==> src/rtl/uart_xfifo_path.sv <==
module uart_xfifo_path #(
  parameter int DW     = 8,
  parameter int AW     = 4,
  parameter int RTS_HI = 14,
  parameter int RTS_LO = 8
) (
  input  logic          clk,
  input  logic          rst_n,
  input  logic          host_wr,
  input  logic          host_rd,
  input  logic [3:0]    host_addr,
  input  logic [DW-1:0] host_wdata,
  output logic [DW-1:0] host_rdata,
  output logic          uart_tx_valid,
  input  logic          uart_tx_ready,
  output logic [DW-1:0] uart_tx_data,
  input  logic          uart_rx_valid,
  output logic          uart_rx_ready,
  input  logic [DW-1:0] uart_rx_data,
  input  logic          cts,
  output logic          rts
);
  localparam int DEPTH = 1 << AW;
  localparam int PW = AW + 1;
  localparam logic [3:0] OFS_MODE  = 4'h0;
  localparam logic [3:0] OFS_FLUSH = 4'h2;
  localparam logic [3:0] OFS_DATA  = 4'h8;
  localparam logic [3:0] OFS_MCR   = 4'hC;

  logic swap, fifo_en, auto_fc, tx_gate, rx_gate, rts_q;
  logic [PW-1:0] tx_wp, tx_rp, rx_wp, rx_rp, tx_cnt, rx_cnt;
  logic [DW-1:0] tx_mem [DEPTH];
  logic [DW-1:0] rx_mem [DEPTH];

  wire wr_mode  = host_wr && host_addr == OFS_MODE;
  wire wr_mcr   = host_wr && host_addr == OFS_MCR;
  wire wr_flush = host_wr && host_addr == OFS_FLUSH;
  wire wr_data  = host_wr && host_addr == OFS_DATA;
  wire rd_data  = host_rd && host_addr == OFS_DATA;

  wire [AW-1:0] smask = {swap, {(AW-1){1'b0}}};
  assign tx_cnt = tx_wp - tx_rp;
  assign rx_cnt = rx_wp - rx_rp;
  wire tx_empty = tx_cnt == '0;
  wire rx_empty = rx_cnt == '0;
  wire tx_full  = tx_cnt == PW'(DEPTH);
  wire rx_full  = rx_cnt == PW'(DEPTH);

  wire tx_push = fifo_en && wr_data && !tx_full;
  wire tx_pop  = fifo_en && uart_tx_valid && uart_tx_ready;
  wire rx_push = fifo_en && uart_rx_valid && uart_rx_ready;
  wire rx_pop  = fifo_en && rd_data && !rx_empty;

  wire [AW-1:0] tx_waddr = tx_wp[AW-1:0] ^ smask;
  wire [AW-1:0] tx_raddr = tx_rp[AW-1:0] ^ smask;
  wire [AW-1:0] rx_waddr = rx_wp[AW-1:0] ^ smask;
  wire [AW-1:0] rx_raddr = rx_rp[AW-1:0] ^ smask;

  always_ff @(posedge clk or negedge rst_n) begin
    if (!rst_n) begin
      {swap, fifo_en, auto_fc} <= '0;
      {tx_gate, rx_gate} <= '0;
    end else begin
      if (wr_mode) begin
        swap    <= host_wdata[0];
        fifo_en <= host_wdata[2];
        auto_fc <= host_wdata[3];
      end
      if (wr_mcr) begin
        tx_gate <= host_wdata[2];
        rx_gate <= host_wdata[3];
      end
    end
  end

  always_ff @(posedge clk or negedge rst_n) begin
    if (!rst_n) begin
      tx_wp <= '0; tx_rp <= '0; rx_wp <= '0; rx_rp <= '0;
    end else if (wr_flush) begin
      tx_wp <= '0; tx_rp <= '0; rx_wp <= '0; rx_rp <= '0;
    end else begin
      if (tx_push) tx_wp <= tx_wp + 1'b1;
      if (tx_pop)  tx_rp <= tx_rp + 1'b1;
      if (rx_push) rx_wp <= rx_wp + 1'b1;
      if (rx_pop)  rx_rp <= rx_rp + 1'b1;
    end
  end

  always_ff @(posedge clk) begin
    if (tx_push && !wr_flush) tx_mem[tx_waddr] <= host_wdata;
    if (rx_push && !wr_flush) rx_mem[rx_waddr] <= uart_rx_data;
  end

  always_ff @(posedge clk or negedge rst_n) begin
    if (!rst_n) rts_q <= 1'b1;
    else if (rx_cnt >= PW'(RTS_HI)) rts_q <= 1'b0;
    else if (rx_cnt < PW'(RTS_LO)) rts_q <= 1'b1;
  end

  assign rts = !auto_fc || rts_q;
  assign uart_tx_valid = fifo_en ? (!tx_empty && !tx_gate && (!auto_fc || cts)) : wr_data;
  assign uart_tx_data  = fifo_en ? tx_mem[tx_raddr] : host_wdata;
  assign uart_rx_ready = fifo_en ? (!rx_full && !rx_gate) : rd_data;

  always_comb begin
    host_rdata = '0;
    case (host_addr)
      OFS_MODE: host_rdata = DW'({auto_fc, fifo_en, 1'b0, swap});
      OFS_MCR:  host_rdata = DW'({rx_gate, tx_gate, 2'b00});
      OFS_DATA: host_rdata = fifo_en ? (rx_empty ? '0 : rx_mem[rx_raddr]) : uart_rx_data;
      default:  host_rdata = '0;
    endcase
  end
endmodule

==> config.mk <==
export PLATFORM = sky130hd
export DESIGN_NAME = uart_xfifo_path
export DESIGN_NICKNAME = d
export VERILOG_FILES = /design/src/rtl/uart_xfifo_path.sv
export SDC_FILE = /design/constraint.sdc
export NUM_CORES = 1
export LEC_CHECK = 0
export BUFFER_PORTS_ARGS = -buffer_cell sky130_fd_sc_hd__buf_2
export CAP_MARGIN = 20
export CORE_MARGIN = 5
export CORE_UTILIZATION = 65
export DETAILED_ROUTE_END_ITERATION = 8
export HOLD_SLACK_MARGIN = 0.02
export PLACE_DENSITY = 0.83
export SLEW_MARGIN = 20
export SYNTH_ARGS = -nofsm -noshare
export SYNTH_HDL_FRONTEND = slang
export SYNTH_SLANG_ARGS = --single-unit
==> constraint.sdc <==
create_clock -name clk -period 10.9 [get_ports clk]
set_input_delay 3.27 -clock clk [delete_from_list [all_inputs] [get_ports clk]]
set_output_delay 3.27 -clock clk [all_outputs]
set_load 0.005 [all_outputs]
==> impl_results.md, run 1 <==
- Status: finished clean
- DRC Markers: 0
- Pwr Density: 203 mW/mm2
- Final Max Slew Viols: 0
- Commonest non-fill, non-tap cells in the layout: 256 x edfxtp_1, 65 x mux4_2, 45 x buf_2, 35 x nand2_1
- FP Rows: 49
- Psw: 0.737 mW
- Routed WL: 26200 um
- Avg Vias per Cell: approximately 6.8
- Post-synth EDFFs: approximately 260
- Post-CTS sizing: 0
- CTS Hold Bufs: 0
- Synth Cell Area: between 0.01 and 0.015 mm2
- Tot GR Track Use: 0.249
- Multi-input gate area: 0.00343 mm2
- Number of fill cells: 990
- Pin count of the biggest net entering global routing: 37
- Clk_skew: roughly 0.022 ns
- Root Buffer: clkbuf_16
- Net Sw Frac: 0.270
- Critical Path Sink Type: primary output
- DP Wirelength: roughly 16000 um
- Reg2reg end: rx_mem[3][4]$_DFFE_PP_
- R2r setup slk: ~7.6 ns
- Initial Util: 0.665
- WP data arrival: about 5.1 ns
- CTS H-tree lvls: 1
- Syn Nets: between 700 and 800
- Synthesis Warnings: 0
- WL per Instance: 26.6 um
- Drt pass-1 iters: 5
- Worst-margin pin slew: ~0.97 ns
- CP Launch Type: input port
- Synth async-reset ratio: 0.0922
- Setup-failing EPs final: 0
- CTS tree: done
- Die X: around 150 um
- R2R depth: 10
- Min Tclk post-route: about 8.3 ns
- Combinational fraction of design power: 0.220
- Cell count after synthesis: between 600 and 700
- N_diodes: 0
- Clock transition at path regs: roughly 0.07 ns
- Critical Path Start: host_addr[1]
- Final worst slack: around 2.6 ns
- Register area: between 0.008 and 0.009 mm2
- Initial antenna violation count: 0
- Hold Violations, Final: 0
- Worst-path maximum fanout: 10
- Synthesized flop and latch total: ~280
- Area added between synthesis and finish: 11.4%
- I/O Pins: between 40 and 50
- VDD IR max: 165 uV
- Max clock buf depth: 3
- I/O Buffers: 45
- Worst setup endpoint: host_rdata[0]
- Clock power frac: 0.324
- Fmax: between 100 and 150 MHz
- Critical path required time: between 7 and 8 ns
- Worst-Skew Late Latency: 0.53 ns
- Yosys cell types: 62
- Most used DFF post-synth: edfxtp_1
- Slew headroom: 0.352
- Leakage power: roughly 4.6 nW
- Via count: between 6000 and 7000
- RSZ-0062 raised after global routing: no
- Grt ovf: 0
- Placed Instances: between 900 and 1000
- Tcrit/Tclk final: 0.764
- Hold WC Path Type: reg -> reg
- MaxCap Viol Count: 0
- Nets: ~780
- Placed Area: roughly 0.013 mm2
- Pre-CTS WS: 2.67 ns
- Crit Path Class: in -> out
- Fin Setup TNS: 0 ns
- GP Congestion: 0.864
- Die area: 0.0213 mm2
- Final instance area: roughly 0.013 mm2
- RR Startpoint: rx_wp[0]$_DFFE_PN0P_
- Seq pwr share: 0.456
- Most common cell after layout, fill and taps aside: edfxtp_1
- Power after layout: about 2.7 mW
- Syn avg cell area: around 18 um2
- CTS Buf Count: 27
- Internal power: 1.99 mW
- Chip height: 146 um
- Total clock sinks: around 280
- Post-Layout Cell Count: 983
- Vias in the first global route: a little under 7000
- Sequential-to-total area share from yosys stat: 0.694
- Starting DRT DRC Count: about 760
- Antenna viol nets, final: 0
- Core area: about 0.018 mm2
- Share of cells above drive strength 1: 0.253
- Postcts setup bufs: 0
- First-pass GRT wire length: a little over 40000 um
[stage by stage]
stage / hold slack [ns] / util
after floorplan: 0.449 / -
after global placement: 0.461 / 0.695
after detailed placement: 0.465 / 0.695
after CTS: 0.476 / 0.741
after global routing: 0.505 / 0.741
final: 0.479 / 0.741
[cell families (layout without fill, tap and decap cells)]
| logic type | Yosys count | in the layout | synth area share |
|---|---|---|---|
| flip-flops | 282 | 282 | 0.694 |
| AND/OR/NAND/NOR | 133 | 133 | 0.0582 |
| multiplexers | 90 | 90 | 0.153 |
| AO/OA/AOI/OAI | 67 | 67 | 0.0389 |
| buffers and inverters | 59 | 145 | 0.0209 |
| adder cells (fa/ha/maj) | 19 | 19 | 0.0204 |
| XOR/XNOR | 18 | 18 | 0.0144 |
[final cells by class]
cell class | count | area share
clock buffer | 31 | 0.0516
clock inverter | 17 | 0.00972
tap | 229 | 0.0214
timing repair buffer | 69 | 0.0303
sequential | 282 | 0.623
inverter | 28 | 0.00785
multi-input combinational | 327 | 0.256
[worst min-delay path by stage]
| stage | startpoint | end | slack (ns) | depth (start not counted) |
|---|---|---|---|---|
| 6_report | rts_q$_DFFE_PN1P_ | rts_q$_DFFE_PN1P_ | 0.48 | 2 |
| 4_1_cts | rts_q$_DFFE_PN1P_ | rts_q$_DFFE_PN1P_ | 0.48 | 2 |
| 5_1_grt | rts_q$_DFFE_PN1P_ | rts_q$_DFFE_PN1P_ | 0.51 | 2 |
| 2_1_floorplan | rts_q$_DFFE_PN1P_ | rts_q$_DFFE_PN1P_ | 0.45 | 2 |
| 3_3_place_gp | rts_q$_DFFE_PN1P_ | rts_q$_DFFE_PN1P_ | 0.46 | 2 |
| 3_5_place_dp | rts_q$_DFFE_PN1P_ | rts_q$_DFFE_PN1P_ | 0.47 | 2 |
[layer usage]
layer	vias up	track usage	routed length, um
met4	0	0.0687	632
met1	3419	0.352	9960
li1	2826	-	-
met5	-	0	0
met2	387	0.413	13300
met3	57	0.0405	2290
[power by group through the flow]
| stage | combinational, mW | sequential (mW) | clock (mW) |
|---|---|---|---|
| 2_1_floorplan | 0.454 | 1.25 | 0 |
| 3_3_place_gp | 0.566 | 1.26 | 0 |
| 3_5_place_dp | 0.591 | 1.26 | 0 |
| 4_1_cts | 0.601 | 1.24 | 0.893 |
| 5_1_grt | 0.650 | 1.24 | 0.946 |
| 6_report | 0.599 | 1.24 | 0.882 |
[critical path, cell delays in order]
cell     delay, ns
buf_2         0.12
nor4b_1       0.46
and2_1        0.26
or2b_1        0.40
o21ai_0       0.36
buf_2         0.18
[cell usage after synthesis, types with 11 or more instances]
cell type	count	area, um2
and3_1	13	81.3
nand2_1	35	131
o21ai_0	21	105
clkbuf_1	17	63.8
xnor2_1	11	96.3
nor3_1	29	145
dfrtp_1	25	626
edfxtp_1	256	7690
nor2_1	16	60.1
mux2_2	12	135
mux4_2	65	1460
ha_1	18	225
inv_1	28	105
[state kept, by name, indices dropped and copies added, names as in the netlist]
register / count
rx_wp: 5
tx_gate: 1
fifo_en: 1
swap: 1
rx_rp: 5
tx_wp: 5
rx_mem: 128
rts_q: 1
tx_rp: 5
rx_gate: 1
tx_mem: 128
auto_fc: 1
(Power assumes the default switching activity.)
==> inputs of run 2 (changes only) <==
--- a/config.mk
+++ b/config.mk
@@ -8,10 +8,10 @@
 export BUFFER_PORTS_ARGS = -buffer_cell sky130_fd_sc_hd__buf_2
 export CAP_MARGIN = 20
 export CORE_MARGIN = 5
-export CORE_UTILIZATION = 65
+export CORE_UTILIZATION = 62
 export DETAILED_ROUTE_END_ITERATION = 8
 export HOLD_SLACK_MARGIN = 0.02
-export PLACE_DENSITY = 0.83
+export PLACE_DENSITY = 0.8
 export SLEW_MARGIN = 20
 export SYNTH_ARGS = -nofsm -noshare
 export SYNTH_HDL_FRONTEND = slang
==> constraint.sdc (replaced) <==
create_clock -name clk -period 8.1 [get_ports clk]
set_input_delay 2.43 -clock clk [delete_from_list [all_inputs] [get_ports clk]]
set_output_delay 2.43 -clock clk [all_outputs]
set_load 0.005 [all_outputs]
==> impl_results.md, run 2 (same netlist as run 1, synthesis figures left out) <==
- Clock power frac: 0.350 (+0.026)
- Seq pwr share: 0.440 (-0.016)
- Worst-Skew Late Latency: 0.53 ns (about the same)
- CTS Buf Count: 27 (unchanged)
- Buffers and inverters on the worst path: 3 (+1)
- HP Start: rts_q$_DFFE_PN1P_
- Total clock sinks: 282 (unchanged)
- Hold Violations, Final: 0 (unchanged)
- Critical path cell sequence: buf_4 -> ha_1 -> inv_1 -> fa_1 -> xor2_1 -> nor3b_2 -> or4b_4 -> a21oi_2 -> or2b_1 -> o21ai_0 -> buf_2
- Via count: 6576 (-1.7%)
- Critical path required time: 5.67 ns (-1.96 ns)
- Combinational fraction of design power: 0.210 (-0.010)
- Initial Util: 0.624 (-0.0409)
- Routing usage on met3: 0.0377 (-0.00281)
- CTS Hold Bufs: 0 (unchanged)
- Pwr Density: 280 mW/mm2 (+38%)
- Crit Path Class: reg -> out
- CTS tree: done
- RR Startpoint: rx_rp[0]$_DFFE_PN0P_
- MaxCap Viol Count: 0 (unchanged)
- Tot GR Track Use: 0.241 (-0.00763)
- Post-Layout Cell Count: 1022 (+4.0%)
- Tcrit/Tclk final: 0.819
- Vias in the first global route: 6827 (-1.3%)
- Min Tclk post-route: about 6.6 ns
- Largest registers: rx_mem (128), tx_mem (128)
- Clock transition at path regs: 0.07 ns (about the same)
- Max clock buf depth: 3 (unchanged)
- Share of cells above drive strength 1: 0.262 (+0.00859)
- R2R depth: 10 (unchanged)
- Area added between synthesis and finish: 12.8%
- DP Wirelength: 16300 um (+2.2%)
- Clk_skew: 0.0146 ns (-0.00758 ns)
- Internal power: 2.81 mW (+41%)
- VDD IR max: 206 uV (+25%)
- Crit path max-delay family: simple AND/OR/NAND/NOR gates
- Die area: 0.0223 mm2 (+4.5%)
- CP Launch Type: register
- Drt pass-1 iters: 5 (unchanged)
- I/O Buffers: 45 (unchanged)
- Hold WC Path Type: reg -> reg
- Core area: 0.0193 mm2 (+6.6%)
- Setup-failing EPs final: 0 (unchanged)
- Crit path largest cell delay: 0.56 ns (+0.10 ns)
- Gr busiest metal: met2
- Grt ovf: 0 (unchanged)
- WL per Instance: 25.3 um (-4.9%)
- RSZ-0062 raised after global routing: no
- Worst-path maximum fanout: 37 (+27)
- Worst path slowest cell: buf_4
- Critical Path Sink Type: primary output
- Final Max Slew Viols: 0 (unchanged)
- Fmax: 151 MHz
- Avg Vias per Cell: 6.43 (-5.4%)
- FP Rows: 51 (+4.1%)
- First-pass GRT wire length: 40600 um (+0.39%)
- R2r setup slk: 4.33 ns (-3.25 ns)
- I/O Pins: 46 (unchanged)
- Placed Instances: 972 (+4.0%)
- Initial antenna violation count: 1 (+1)
- Postcts setup bufs: 0 (unchanged)
- Critical Path Start: rx_rp[0]$_DFFE_PN0P_
- Post-CTS sizing: 0 (unchanged)
- Routed WL: 25900 um (-1.1%)
- Nets: 782 (+0.13%)
- Pin count of the biggest net entering global routing: 38 (+2.7%)
- CTS H-tree lvls: 1 (unchanged)
- Most common cell after layout, fill and taps aside: edfxtp_1
- Slew headroom: 0.310 (-0.0416)
- DRC Markers: 0 (unchanged)
- Antenna viol nets, final: 0 (unchanged)
- Leakage power: 4.62 nW (+1.1%)
- Starting DRT DRC Count: 686 (-10%)
- Worst-margin pin slew: 1.03 ns (+0.0622 ns)
- Net Sw Frac: 0.261 (-0.00943)
- Status: finished clean
- GP Congestion: 0.914 (+5.8%)
- Hold-critical path depth: 2 (unchanged)
- GRT met1 Usage: 0.350 (-0.00191)
- Root Buffer: clkbuf_16
- Met2 GRT Util: 0.397 (-0.0157)
- Psw: 0.991 mW (+35%)
- Fin Setup TNS: 0 ns (unchanged)
- Chip height: 149 um (+2.2%)
- Critical path depth in cells: 11 (+5)
- WP data arrival: 4.20 ns (-0.86 ns)
- Die X: 149 um (+2.2%)
- Commonest non-fill, non-tap cells in the layout: 256 x edfxtp_1, 65 x mux4_2, 45 x buf_2, 35 x nand2_1, 29 x nor3_1
==> run 2: cell types whose count changed in the layout (fill, tap and decap cells not counted) <==
cell	previous run	this run
buf_4	24	25
bufinv_16	2	6
clkbuf_1	4	5
clkinv_1	9	2
clkinvlp_4	1	4
diode_2	0	1
nor3_1	28	29
nor3_2	1	0
==> run 2: stage by stage <==
step           hold WS, ns  power (mW)   util  setup slack [ns]  cell area [um2]
2_1_floorplan        0.449        2.29      -              2.10            12000
3_3_place_gp         0.472        2.46  0.655              1.68            12600
3_5_place_dp         0.468        2.49  0.655              1.58            12600
4_1_cts              0.483        3.81  0.704              1.46            13600
5_1_grt              0.524        3.95  0.704              1.22            13600
6_report             0.490        3.80  0.704              1.47            13600
==> run 2: worst register-to-register path: stages, from the launching register on <==
cell	delay, ns
dfrtp_2	0.35
buf_4	0.56
ha_1	0.31
inv_1	0.06
fa_1	0.42
a21o_1	0.20
a21oi_1	0.17
xnor2_1	0.15
a21boi_4	0.20
nor2_2	0.42
and3_1	0.58
==> run 2: power groups by stage <==
stage | Clock (mW) | Sequential, mW | Combinational (mW)
after floorplan | 0 | 1.68 | 0.611
after global placement | 0 | 1.70 | 0.759
after detailed placement | 0 | 1.70 | 0.792
after CTS | 1.34 | 1.67 | 0.802
after global routing | 1.41 | 1.67 | 0.865
final | 1.33 | 1.67 | 0.799
==> run 2: final timing paths <==
check                                    endpoint
max                                 host_rdata[4]
min                             rts_q$_DFFE_PN1P_
max reg2reg                rx_mem[4][7]$_DFFE_PP_
min reg2reg                     rts_q$_DFFE_PN1P_
max in group asynchronous    rx_rp[0]$_DFFE_PN0P_
min in group asynchronous    rx_wp[1]$_DFFE_PN0P_
==> run 2: layout make-up <==
type                            instances  area [um2]
Antenna cell                            1        2.50
Clock buffer                           32         694
Clock inverter                         17         246
Fill cell                            1205        5710
Inverter                               28         105
Multi-Input combinational cell        327        3430
Sequential cell                       282        8340
Tap cell                              265         332
Timing Repair Buffer                   70         413
==> run 2: routing by layer <==
layer | part of all wire | vias to the layer above
li1 | - | 2827
met1 | 0.39 | 3353
met2 | 0.51 | 358
met3 | 0.088 | 38
met4 | 0.018 | 0
met5 | 0 | -
==> inputs of run 3 (changes only) <==
==> constraint.sdc (replaced) <==
create_clock -name clk -period 6.9 [get_ports clk]
set_input_delay 2.07 -clock clk [delete_from_list [all_inputs] [get_ports clk]]
set_output_delay 2.07 -clock clk [all_outputs]
set_load 0.005 [all_outputs]
==> impl_results.md, run 3 (same netlist as run 1, synthesis figures left out) <==
- R2R depth: 9 (-1)
- DRC Markers: 0 (unchanged)
- Final worst slack: 0.862 ns (-0.603 ns)
- CTS Buf Count: 28 (+3.7%)
- Antenna viol nets, final: 0 (unchanged)
- N_diodes: 0 (-1)
- GP Congestion: 0.905 (-1.0%)
- Post-CTS sizing: 0 (unchanged)
- Root Buffer: clkbuf_16
- CTS Hold Bufs: 0 (unchanged)
- GRT met1 Usage: 0.336 (-0.0140)
- RSZ-0062 raised after global routing: no
- Number of fill cells: 1189 (-1.3%)
- Post-Layout Cell Count: 1021 (-0.098%)
- HP Start: rts_q$_DFFE_PN1P_
- Commonest non-fill, non-tap cells in the layout: 256 x edfxtp_1, 65 x mux4_2, 45 x buf_2, 35 x nand2_1, 29 x clkbuf_16
- Gr busiest metal: met2
- Crit Path Class: reg -> out
- Fin util: 0.700 (-0.00390)
- Via count: 6535 (-0.62%)
- Chip height: 149 um (unchanged)
- Status: finished clean
- Routed WL: 25200 um (-2.6%)
- Worst-margin pin slew: 1.03 ns (-0.00291 ns)
- Final Max Slew Viols: 0 (unchanged)
- Worst-Skew Late Latency: 0.53 ns (about the same)
- Routing usage on met3: 0.0398 (+0.00213)
- Die X: 149 um (unchanged)
- Critical Path Sink Type: primary output
- CP Launch Type: register
- CTS H-tree lvls: 1 (unchanged)
- Initial Util: 0.624 (unchanged)
- Met2 GRT Util: 0.389 (-0.00815)
- Placed Instances: 970 (-0.21%)
- First-pass GRT wire length: 39400 um (-2.9%)
- Core area: 0.0193 mm2 (unchanged)
- Hold WC Path Type: reg -> reg
- Area added between synthesis and finish: 12.2%
- Largest registers: rx_mem (128), tx_mem (128)
- Hold-critical path depth: 2 (unchanged)
- Starting DRT DRC Count: 778 (+13%)
- Leakage power: 4.58 nW (-0.67%)
- Fmax: between 150 and 200 MHz
- Postcts setup bufs: 0 (unchanged)
- Most common cell after layout, fill and taps aside: edfxtp_1
- Clock transition at path regs: 0.06 ns (about the same)
- Worst-path maximum fanout: 36 (-2.7%)
- I/O Buffers: 45 (unchanged)
- Avg Vias per Cell: 6.40 (-0.53%)
- CTS tree: done
- MaxCap Viol Count: 0 (unchanged)
- Max clock buf depth: 3 (unchanged)
- Critical path required time: 4.83 ns (-0.84 ns)
- VDD IR max: 225 uV (+9.0%)
- Hold endpoint: rts_q$_DFFE_PN1P_
- Hold Violations, Final: 0 (unchanged)
- Drt pass-1 iters: 5 (unchanged)
- DP Wirelength: 16200 um (-0.60%)
- Tcrit/Tclk final: 0.875
- Pre-CTS WS: 1.11 ns (-0.470 ns)
- Nets: 781 (-0.13%)
- Min Tclk post-route: approximately 6.0 ns
- Slew headroom: 0.312 (+0.00194)
- Vias in the first global route: 6722 (-1.5%)
- Fin Setup TNS: 0 ns (unchanged)
- Initial antenna violation count: 0 (-1)
- Total clock sinks: 282 (unchanged)
- Register area: 0.00834 mm2 (unchanged)
- Setup-failing EPs final: 0 (unchanged)
- RR Startpoint: rx_rp[1]$_DFFE_PN0P_
- WL per Instance: 24.7 um (-2.5%)
- R2r setup slk: 3.46 ns (-0.87 ns)
- Clk_skew: 0.0178 ns (+0.00320 ns)
- Reg2reg end: rx_mem[12][0]$_DFFE_PP_
- Grt ovf: 0 (unchanged)
- WP data arrival: 3.97 ns (-0.23 ns)
- Hold slack: 0.495 ns (+0.00448 ns)
- Multi-input gate area: 0.00344 mm2 (+0.29%)
- Die area: 0.0223 mm2 (unchanged)
- Pin count of the biggest net entering global routing: 37 (-2.6%)
- FP Rows: 51 (unchanged)
- I/O Pins: 46 (unchanged)
- Pwr Density: 321 mW/mm2 (+14%)
- Share of cells above drive strength 1: 0.255 (-0.00661)
- Tot GR Track Use: 0.235 (-0.00634)
run 3: area by class of cell:
class / instances / area share
Tap cell: 265 / 0.0246
Inverter: 28 / 0.00779
Multi-Input combinational cell: 327 / 0.255
Clock inverter: 10 / 0.00538
Timing Repair Buffer: 68 / 0.0295
Sequential cell: 282 / 0.618
Clock buffer: 41 / 0.0594
run 3: how the worst max path moves through the flow:
stage	startpoint	to	slack (ns)	depth (start not counted)
2_1_floorplan	host_addr[1]	host_rdata[0]	1.62	5
3_3_place_gp	host_addr[1]	host_rdata[1]	1.20	6
3_5_place_dp	host_addr[1]	host_rdata[4]	1.11	6
4_1_cts	rx_rp[1]$_DFFE_PN0P_	host_rdata[1]	0.85	10
5_1_grt	rx_rp[1]$_DFFE_PN0P_	host_rdata[1]	0.71	10
6_report	rx_rp[1]$_DFFE_PN0P_	host_rdata[1]	0.86	10
run 3: where the power goes:
group,leakage (nW),switching [mW],internal [mW],total [mW]
Sequential,2.64,0.0886,1.91,2.00
Clock,0.427,0.589,0.837,1.43
Combinational,1.51,0.460,0.441,0.901
run 3: critical path: stages, from the launching register on:
cell and delay [ns]:
dfrtp_1 0.32, buf_4 0.43, inv_1 0.16, fa_1 0.47, xor2_1 0.19, nor3b_2 0.19
or4b_4 0.51, a21oi_2 0.35, or2b_1 0.43, o21ai_0 0.20, buf_2 0.17
run 3: through the flow:
| stage | total power, mW | instance area, um2 |
|---|---|---|
| after floorplan | 2.69 | 12000 |
| after global routing | 4.51 | 13500 |
| after CTS | 4.35 | 13500 |
| after global placement | 2.88 | 12600 |
| final | 4.32 | 13500 |
| after detailed placement | 2.92 | 12600 |
run 3: per-layer routing:
metal	vias to the layer above	wire length (um)	share of wire
met5	-	0	0
met4	0	479	0.019
met3	41	2120	0.084
met2	338	12600	0.50
met1	3320	10000	0.40
li1	2836	-	-
